<file path="config.mk">
export PLATFORM = sky130hd
export DESIGN_NAME = puf_quality_mon
export DESIGN_NICKNAME = d
export VERILOG_FILES = /design/src/rtl/puf_qm_pkg.sv /design/src/rtl/puf_qm_ctrl.sv /design/src/rtl/puf_qm_datapath.sv /design/src/rtl/puf_quality_mon.sv
export SDC_FILE = /design/constraint.sdc
export NUM_CORES = 1
export LEC_CHECK = 0
export BUFFER_PORTS_ARGS = -buffer_cell sky130_fd_sc_hd__clkbuf_2
export CORE_ASPECT_RATIO = 2
export CORE_MARGIN = 2
export CORE_UTILIZATION = 59
export DETAILED_ROUTE_END_ITERATION = 12
export PLACE_DENSITY_LB_ADDON = 0.05
export REMOVE_ABC_BUFFERS = 1
export SLEW_MARGIN = 20
export SYNTH_ARGS = -nofsm -noshare
export SYNTH_HDL_FRONTEND = slang
export SYNTH_HIERARCHICAL = 1
export SYNTH_SLANG_ARGS = --single-unit
</file>
<file path="constraint.sdc">
create_clock -name clk -period 9.4 [get_ports clk]
set_input_delay 2.35 -clock clk [delete_from_list [all_inputs] [get_ports clk]]
set_output_delay 2.35 -clock clk [all_outputs]
set_load 0.005 [all_outputs]
</file>
<file path="src/rtl/puf_qm_pkg.sv">
package puf_qm_pkg;

  typedef struct packed {
    logic loadRef;
    logic loadResp;
    logic doMeas;
  } qmStrobes_t;

endpackage

</file>
<file path="src/rtl/puf_qm_ctrl.sv">
module puf_qm_ctrl
  import puf_qm_pkg::*;
#(
  parameter int MEAS_CNT = 16,
  localparam int CNT_W = $clog2(MEAS_CNT + 1)
) (
  input  logic             clk,
  input  logic             rstN,
  input  logic             respLoad,
  input  logic             refArm,
  input  logic             measure,
  output qmStrobes_t       strobes,
  output logic [CNT_W-1:0] measCount,
  output logic             done,
  output logic             refValid
);

  logic armed;

  always_comb begin
    strobes.loadRef  = respLoad & armed;
    strobes.loadResp = respLoad & ~armed;
    strobes.doMeas   = measure & refValid & ~done;
  end

  always_ff @(posedge clk) begin
    if (!rstN) begin
      armed     <= 1'b0;
      refValid  <= 1'b0;
      measCount <= '0;
      done      <= 1'b0;
    end else begin
      if (strobes.loadRef) begin
        armed    <= 1'b0;
        refValid <= 1'b1;
      end
      if (refArm) armed <= 1'b1;
      if (strobes.doMeas) begin
        measCount <= measCount + 1'b1;
        if (measCount == CNT_W'(MEAS_CNT - 1)) done <= 1'b1;
      end
    end
  end


  count_bound_chk: assert property (@(posedge clk) disable iff (!rstN)
    measCount <= CNT_W'(MEAS_CNT));


  done_count_chk: assert property (@(posedge clk) disable iff (!rstN)
    done |-> (measCount == CNT_W'(MEAS_CNT)));


  frozen_chk: assert property (@(posedge clk) disable iff (!rstN)
    done |=> $stable(measCount));


  no_ref_chk: assert property (@(posedge clk) disable iff (!rstN)
    !refValid |=> measCount == 0);

endmodule

</file>
<file path="src/rtl/puf_qm_datapath.sv">
module puf_qm_datapath
  import puf_qm_pkg::*;
#(
  parameter int RESP_W   = 32,
  parameter int MEAS_CNT = 16,
  localparam int CW    = $clog2(RESP_W + 1),
  localparam int SUM_W = $clog2(MEAS_CNT * RESP_W + 1)
) (
  input  logic              clk,
  input  logic              rstN,
  input  qmStrobes_t        strobes,
  input  logic [RESP_W-1:0] respIn,
  output logic [CW-1:0]     weightOut,
  output logic [CW-1:0]     distOut,
  output logic              measValid,
  output logic [SUM_W-1:0]  weightSum,
  output logic [SUM_W-1:0]  distSum
);

  logic [RESP_W-1:0] curResp;
  logic [RESP_W-1:0] refResp;
  logic [RESP_W-1:0] diffBits;
  logic [CW-1:0]     weightNow;
  logic [CW-1:0]     distNow;

  assign diffBits = curResp ^ refResp;

  always_comb begin
    weightNow = '0;
    distNow   = '0;
    for (int b = 0; b < RESP_W; b++) begin
      weightNow = weightNow + CW'(curResp[b]);
      distNow   = distNow + CW'(diffBits[b]);
    end
  end

  always_ff @(posedge clk) begin
    if (!rstN) begin
      curResp   <= '0;
      refResp   <= '0;
      weightOut <= '0;
      distOut   <= '0;
      measValid <= 1'b0;
      weightSum <= '0;
      distSum   <= '0;
    end else begin
      measValid <= strobes.doMeas;
      if (strobes.loadResp) curResp <= respIn;
      if (strobes.loadRef)  refResp <= respIn;
      if (strobes.doMeas) begin
        weightOut <= weightNow;
        distOut   <= distNow;
        weightSum <= weightSum + SUM_W'(weightNow);
        distSum   <= distSum + SUM_W'(distNow);
      end
    end
  end


  dist_range_chk: assert property (@(posedge clk) disable iff (!rstN)
    distOut <= CW'(RESP_W));


  sum_hold_chk: assert property (@(posedge clk) disable iff (!rstN)
    !measValid |-> $stable(distSum) && $stable(weightSum));


  sum_step_chk: assert property (@(posedge clk) disable iff (!rstN)
    measValid |-> distSum == $past(distSum) + SUM_W'(distOut));


  pulse_chk: assert property (@(posedge clk) disable iff (!rstN)
    measValid |-> weightOut <= CW'(RESP_W));

endmodule

</file>
<file path="src/rtl/puf_quality_mon.sv">
module puf_quality_mon
  import puf_qm_pkg::*;
#(
  parameter int RESP_W   = 32,
  parameter int MEAS_CNT = 16,
  localparam int CW    = $clog2(RESP_W + 1),
  localparam int SUM_W = $clog2(MEAS_CNT * RESP_W + 1),
  localparam int CNT_W = $clog2(MEAS_CNT + 1)
) (
  input  logic              clk,
  input  logic              rstN,
  input  logic [RESP_W-1:0] respIn,
  input  logic              respLoad,
  input  logic              refArm,
  input  logic              measure,
  output logic [CW-1:0]     weightOut,
  output logic [CW-1:0]     distOut,
  output logic              measValid,
  output logic [SUM_W-1:0]  weightSum,
  output logic [SUM_W-1:0]  distSum,
  output logic [CNT_W-1:0]  measCount,
  output logic              done,
  output logic              refValid
);

  qmStrobes_t strobes;

  puf_qm_ctrl #(.MEAS_CNT(MEAS_CNT)) ctrl_i (
    .clk(clk), .rstN(rstN), .respLoad(respLoad), .refArm(refArm),
    .measure(measure), .strobes(strobes), .measCount(measCount),
    .done(done), .refValid(refValid)
  );

  puf_qm_datapath #(.RESP_W(RESP_W), .MEAS_CNT(MEAS_CNT)) dp_i (
    .clk(clk), .rstN(rstN), .strobes(strobes), .respIn(respIn),
    .weightOut(weightOut), .distOut(distOut), .measValid(measValid),
    .weightSum(weightSum), .distSum(distSum)
  );

endmodule

</file>
Word level (Yosys, flattened, before mapping). Index checks and enable logic that the tools add are counted.

Bits in registers: 105. Input bits: 37. Output and inout port bits: 40. Logic and storage cells: 88.

Add/subtract/negate cells: 65. Equal/unequal tests: 1. Multiplexer cells: 2. Bitwise operators: 7. Reduce and logical (&&, ||, !) cells: 2.

Operators with widths (number): adder 6 x 1 -> 6 bit (60); XOR 32 bit (1); adder 10 x 6 -> 10 bit (2); adder 5 x 1 -> 5 bit (second input constant) (1); equality test 5 x 4 -> 1 bit (second input constant) (1); adder 1 x 1 -> 2 bit (2); bitwise AND 1 bit (4); two-way mux 1 bit (2); inverter 1 bit (2); AND reduction 2 bit (1); nonzero test 2 bit (1).

Depth between registers and ports, before layout. Gate-level depths: netlist of run 1.

Depth in word-level cells: 33. Depth in mapped cells: 26. Gate-level depth less buffers: 26.

Hierarchy. Netlist of run 1, hierarchy kept.

Modules (own cells, without submodules): puf_qm_datapath (instances 1, cells each 589, area each 5929.4 um^2, seq. area each 1941.9 um^2); puf_qm_ctrl (instances 1, cells each 36, area each 359.1 um^2, seq. area each 160.2 um^2).

Least setup slack after synthesis of run 1. Ideal clock, no wire load.

Path kind: flip-flop to flip-flop. Start point: register dp_i.curResp[0]. End point: register dp_i.distSum[9]. Setup time: 118 ps. Arrival: 6812 ps. Data required time: 9282 ps. Slack: 2470 ps. Stages on the path, launching flop included: 26. Path buffers: 0. Clock period less this slack: 6930 ps. Cells stage by stage: dfxtp_1 -> xor2_1 -> fa_1 -> inv_1 -> fa_1 -> inv_1 -> fa_1 -> inv_1 -> fa_1 -> fa_1 -> inv_1 -> fa_1 -> inv_1 -> fa_1 -> fa_1 -> inv_1 -> ha_1 -> fa_1 -> a21o_1 -> a21oi_1 -> xnor2_1 -> ha_1 -> nand3_1 -> o211ai_1 -> o311a_1 -> mux2i_1.

Longest elaborated chain between the ends: 33.

Ends and longest elaborated chain: start: declaration (line puf_qm_datapath.sv:20) `logic [RESP_W-1:0] curResp;`; start signal: assignment (line puf_qm_datapath.sv:48) `if (strobes.loadResp) curResp <= respIn;`; XOR 32 bit (line puf_qm_datapath.sv:26) `assign diffBits = curResp ^ refResp;`; adder 1 x 1 -> 2 bit (line puf_qm_datapath.sv:33) `distNow = distNow + CW'(diffBits[b]);`; adder 6 x 1 -> 6 bit (30 in series) (line puf_qm_datapath.sv:33); named net dp_i.distNow[4] (line puf_qm_datapath.sv:24) `logic [CW-1:0] distNow;`; adder 10 x 6 -> 10 bit (line puf_qm_datapath.sv:54) `distSum <= distSum + SUM_W'(distNow);`; end signal: assignment (line puf_qm_datapath.sv:54); end: declaration (line puf_qm_datapath.sv:17) `output logic [SUM_W-1:0] distSum`.

The timed path passes the listed nets, and every way through them passes these cells. A chain may end at the register's enable or synchronous reset.

Worst setup path in the final report of run 1. Same ends and word-level chain as after synthesis.

==> results of run 1 <==
==> cells by family (layout without fill, tap and decap cells) <==
group | after synthesis | count (layout)
and+or+nand+nor | 153 | 153
xor gates and xnor gates | 41 | 41
adders and majority gates | 90 | 90
AOI/OAI and AO/OA | 60 | 60
DFF | 105 | 105
buffers and inverters | 96 | 166
muxes | 80 | 80
==> cell usage in the layout (no fill, tap or decap), types with 7 or more instances in the layout <==
cell / n
dfxtp_1: 105
nor2_1: 88
mux2i_1: 80
clkbuf_2: 76
inv_1: 71
fa_1: 52
ha_1: 38
xnor2_1: 24
nand2_1: 17
xor2_1: 17
a21oi_1: 11
clkbuf_16: 9
o21ai_1: 8
nor2b_1: 7
==> final timing paths <==
kind / startpoint / end / slack (ns) / cells past startpoint
min reg2reg: dp_i/weightSum[9]$_SDFFE_PN0P_ / dp_i/weightSum[9]$_SDFFE_PN0P_ / 0.47 / 2
min: dp_i/weightSum[9]$_SDFFE_PN0P_ / dp_i/weightSum[9]$_SDFFE_PN0P_ / 0.47 / 2
max reg2reg: dp_i/curResp[0]$_SDFFE_PN0P_ / dp_i/distSum[9]$_SDFFE_PN0P_ / 2.11 / 25
max: dp_i/curResp[0]$_SDFFE_PN0P_ / dp_i/distSum[9]$_SDFFE_PN0P_ / 2.11 / 25
==> power breakdown <==
part | total [mW] | internal (mW) | switching (mW)
clock | 0.382 | 0.214 | 0.167
sequential | 0.500 | 0.475 | 0.0258
combinational | 1.16 | 0.491 | 0.666
total | 2.04 | 1.18 | 0.859
==> state kept, by name (all words and copies together) (netlist names) <==
signal and flops:
ctrl_i/done 1, dp_i/distOut 6, dp_i/measValid 1, dp_i/refResp 32, ctrl_i/refValid 1, dp_i/distSum 10, dp_i/weightSum 10, ctrl_i/armed 1
ctrl_i/measCount 5, dp_i/weightOut 6, dp_i/curResp 32
==> routing by layer <==
layer | track usage, % | vias to the layer above | wire length [um]
li1 | - | 2176 | -
met1 | 23.34 | 2107 | 4533
met2 | 45.57 | 78 | 7132
met5 | 0 | - | 0
met3 | 4.463 | 16 | 397
met4 | 8.482 | 0 | 264
==> worst max-delay path, delay by kind of cell (launching register included) <==
kind,cells,cell delay [ns]
adders and majority gates,11,5.02
muxes,1,0.17
buffers and inverters,6,0.33
DFF,1,0.34
AOI/OAI and AO/OA,4,0.98
xor gates and xnor gates,2,0.28
and+or+nand+nor,1,0.10
==> cell type report <==
type	count	area (um^2)
multi-input cells	424	3806
well taps	137	171.4
flip-flops and latches	105	2102
repair buffers	78	395.4
inverters	72	270.3
fillers	903	3427
clock inverters	6	66.31
clock buffers	10	239.0
==> metrics by stage <==
step / instance area [um^2] / instances / setup WS, ns
global route: 7051 / 832 / 1.763
floorplan: 6168 / 601 / 2.470
global placement: 6745 / 816 / 2.241
finish: 7051 / 832 / 2.110
detailed placement: 6745 / 816 / 2.091
CTS: 7051 / 832 / 2.069
==> flow_summary.toml, run 1 <==
[outcome]
outcome = "completed"

[hold_path]
hold_path_class = "flip-flop to flip-flop"

[power_and_ir_drop]
power_mw = 2.040
power.density_nw_per_um2 = 289.3
irDropWorstVdd_v = 0.0002384
power.leakage_nw = 3.371

[routing]
drt-initial-drc-count = 128
post_drt_wl_per_cell_um = 14.82
drc_errors = 0
dr.pass1.iters = 4
ant_nets = 0
vias = 4377
avgViaCountPerCell = 5.261
drt-total-wl_um = 12330

[floorplanning]
start_util_pct = 60.02
num_io_pins = 77
die_w_um = 77
core_um2 = 10480
num_rows = 53
die_area_um2 = 11550
die_h_um = 150

[synthesis]
synth_cells = 625
synth_area_leaders = "dfxtp_1, fa_1, mux2i_1"
synth_xor_area_share_pct = 5.710
synth_fa_ha_area_share_pct = 24.11
ys.flop_type = "dfxtp_1"
synthSimpleGateAreaFrac_pct = 11.42
synth_top_area_share_pct = 33.43
synth_mux_area_share_pct = 12.73
ys_seq_area_share_pct = 33.43
netlist-cell-type-count = 43
yosysWarningCount = 6
synth_compound_area_share_pct = 6.387
yosysTopAreaCell = "dfxtp_1"
ys_async_sr_fraction_pct = 0
syn_avg_cell_area_um2 = 10.06
synth_commonest_cells = "dfxtp_1, nor2_1, mux2i_1, inv_1, fa_1"
synth_edf_count = 0
synth_most_common_cell = "dfxtp_1"
syn-cell-area_um2 = 6289
synth-seq-cells = 105
synth_top_family_by_area = "adder cells"

[placement]
dp_hpwl_um = 9352
numPortBuffers = 76
place_congestion = 0.8078

[run]
maxCapViolCount = 0

[timing]
grt_setup_unrepaired = "false"
finalMaxSlewViolations = 0
hold_violations = 0
setup_viol = 0
hold_slack_ns = 0.4699
relSlewSlack_pct = 25.93
post-route-min-period_ns = 7.290
timing.fmax_mhz = 137.2
fin_setup_tns_ns = 0
finalCritPeriodShare_pct = 77.55
worst_slew_pin_slew_ns = 1.111
finalClockSkew_ns = 0.01099

[critical_path]
max_stage_delay_ns = 0.54
slowest_stage = "fa_1"
worst-endpoint-arrival_ns = 7.56
cp.required_ns = 9.67
crit_fanout = 5
critPathKind = "flip-flop to flip-flop"
end_kind = "flip-flop"
cp_common_cell = "fa_1"
startpoint_type = "flip-flop"

[final_layout]
fin_util_pct = 67.29
layout-drive-gt1-share_pct = 14.39
area_growth_pct = 12.12
diodes = 0
fin_nets = 817

[global_route]
grt_pass1_vias = 4554
grt_pass1_wl_um = 20920
antenna_found_initial = 0
grtUsageTotal_pct = 23.04
grt-ovfl-total = 0
grt_max_degree = 85

[cts]
clock_path_buffers = 2
clk_pin_slew_ns = 0.07
root_buffer = "clkbuf_16"
cts_tree = "done"
clock_sinks = 105
hold_buffers = 0
htreeDepth = 3
cts-resized-gates = 0
clock_latency_ns = 0.35
cts_post_setup_buffers_inserted = 0
cts_buffers = 9
Note: power is estimated with default switching activity, not from simulation.
==> inputs of run 2 (changes only) <==
- ABC_AREA: default -> 1
- clock period: 9.4 -> 7.4 ns (I/O delays scaled with it)
==> run 2 against run 1 <==
Global-route usage grew 2.1 points. Register-to-register slack got worse by 1.7 ns. Final cell count increased by 21%. Clock skew grew 0.0034 ns. Synthesized cell count rose by 28%. Sequential share of layout area shrank 0.40 points. Critical endpoint is now dp_i/distSum[7]$_SDFFE_PN0P_. Highest routed layer unchanged. Utilization decreased by 1.2 points. Die area increased by 2.4%. Worst setup slack worse by 1.7 ns. Non-clock buffer count rose by 1. Maximum frequency rose by 4.9%. Hold slack improved by 0.049 ns.
==> flow_summary.toml, run 2 <==
[outcome]
outcome = "completed"

[cts]
cts_tree = "done"
hold_buffers = 0
htreeDepth = 3
cts_post_setup_buffers_inserted = 0
cts_buffers = 9
cts-resized-gates = 0
clock_path_buffers = 2
clock_latency_ns = 0.35
root_buffer = "clkbuf_16"
clk_pin_slew_ns = 0.07
clock_sinks = 105

[floorplanning]
die_h_um = 151.8
num_io_pins = 77
die_w_um = 77.91
num_rows = 54
core_um2 = 10810
die_area_um2 = 11830
start_util_pct = 59.62

[timing]
finalMaxSlewViolations = 0
post-route-min-period_ns = 6.952
relSlewSlack_pct = 30.75
finalCritPeriodShare_pct = 93.95
setup_viol = 0
worst_slew_pin_slew_ns = 1.032
grt_setup_unrepaired = "false"
fin_setup_tns_ns = 0
finalClockSkew_ns = 0.01436
hold_violations = 0
timing.fmax_mhz = 143.8

[critical_path]
critPathKind = "flip-flop to flip-flop"
cp.required_ns = 7.64
cp_common_cell = "fa_1"
startpoint = "dp_i/curResp[0]$_SDFFE_PN0P_"
startpoint_type = "flip-flop"
worst-endpoint-arrival_ns = 7.19
slowest_stage = "fa_1"
crit_fanout = 5
end_kind = "flip-flop"
max_stage_delay_ns = 0.58
r2r-start = "dp_i/curResp[0]$_SDFFE_PN0P_"

[synthesis]
netlist-cell-type-count = 27
synth-seq-cells = 105
synth_edf_count = 0
synth_area_leaders = "dfxtp_1, fa_1, nor2_1"
yosysTopAreaCell = "dfxtp_1"
ys_seq_area_share_pct = 32.62
synth_most_common_cell = "nor2_1"
ys.flop_type = "dfxtp_1"
synth_cells = 798
synth_commonest_cells = "nor2_1, inv_1, dfxtp_1, o21ai_0, nand2_1"
syn_avg_cell_area_um2 = 8.076
ys_async_sr_fraction_pct = 0
synth_top_area_share_pct = 32.62
syn-cell-area_um2 = 6445
yosysWarningCount = 6

[final_layout]
fin_cells = 1005
area_growth_pct = 10.89
top_regs = "dp_i/curResp (32), dp_i/refResp (32)"
layout-drive-gt1-share_pct = 12.72
diodes = 0
fin_util_pct = 66.11
final_common_cell = "nor2_1"
fin_nets = 987
final_cell_mix = "nor2_1, inv_1, dfxtp_1"

[global_route]
grt_max_degree = 92
grtUsageTotal_pct = 25.14
grt-ovfl-total = 0
antenna_found_initial = 0
grt_pass1_vias = 5167
grt_pass1_wl_um = 23470

[placement]
dp_cells = 989
dp_hpwl_um = 10550
place_congestion = 0.9184
numPortBuffers = 76

[routing]
avgViaCountPerCell = 5.152
drc_errors = 0
vias = 5178
post_drt_wl_per_cell_um = 14.10
routedLengthMet1_um = 5062
ant_nets = 0
drt-total-wl_um = 14170
dr.pass1.iters = 4
drt-initial-drc-count = 292
routed.top_layer = "met4"
wl_met2_um = 8340
dr_wl_met3_um = 321

[hold_path]
hold_path_class = "flip-flop to flip-flop"
hp-start = "dp_i/weightOut[2]$_SDFFE_PN0P_"

[run]
maxCapViolCount = 0
[run 2: cell types whose count changed after synthesis, sizes merged, moves of 7 or more]
cell / change
a21oi: +28
o21ai: +68
nor2b: -7
nand2: +67
nor2: +80
nand3: +29
inv: +42
mux2i: -80
[run 2: worst max-delay path: cells and delay by family, from the launching register on]
| kind | cells | cell delay (ns) |
|---|---|---|
| fa+ha+maj | 11 | 5.07 |
| simple gates | 8 | 0.63 |
| flops | 1 | 0.35 |
| buf+inv | 6 | 0.33 |
| compound gates | 2 | 0.29 |
| xor+xnor | 1 | 0.19 |
[run 2: cells by family (layout without fill, tap and decap cells)]
logic type               Yosys count  count (layout)  synth area share [%]
AND/OR/NAND/NOR                  300             300                 19.34
flip-flops                       105             105                 32.62
AO/OA/AOI/OAI                    123             123                 9.804
XOR/XNOR                          38              38                 5.164
adder cells (fa/ha/maj)           90              90                 23.53
buffers and inverters            142             209                 9.552
[run 2: layout make-up]
type,instances,area (um^2)
Clock inverter,6,72.57
Sequential cell,105,2102
Inverter,114,427.9
Clock buffer,10,239.0
Fill cell,973,3664
Multi-Input combinational cell,551,3727
Tap cell,140,175.2
Timing Repair Buffer,79,402.9
[run 2: per-layer routing]
layer / up-vias / global-route usage (%)
met2: 86 / 50.29
met3: 23 / 3.919
met1: 2469 / 24.03
met4: 0 / 11.03
met5: - / 0
li1: 2600 / -
[run 2: worst paths after layout]
check / to / slack, ns / depth (start not counted)
setup / recovery: dp_i/distSum[7]$_SDFFE_PN0P_ / 0.45 / 28
hold / removal: dp_i/weightOut[2]$_SDFFE_PN0P_ / 0.52 / 2
setup reg to reg: dp_i/distSum[7]$_SDFFE_PN0P_ / 0.45 / 28
hold reg to reg: dp_i/weightOut[2]$_SDFFE_PN0P_ / 0.52 / 2
[run 2: per-stage QoR]
stage	cell area, um^2	hold slack, ns	worst slack (ns)
6_report	7147	0.5191	0.4477
2_1_floorplan	6257	0.4765	0.8698
5_1_grt	7147	0.5425	0.01285
4_1_cts	7147	0.5170	0.4246
3_3_place_gp	6835	0.4825	0.7454
3_5_place_dp	6835	0.5043	0.5109
Power of run 2 is left out: the tool's default activity adds up to more than one toggle a clock period on the data nets, which glitch-free logic cannot reach.
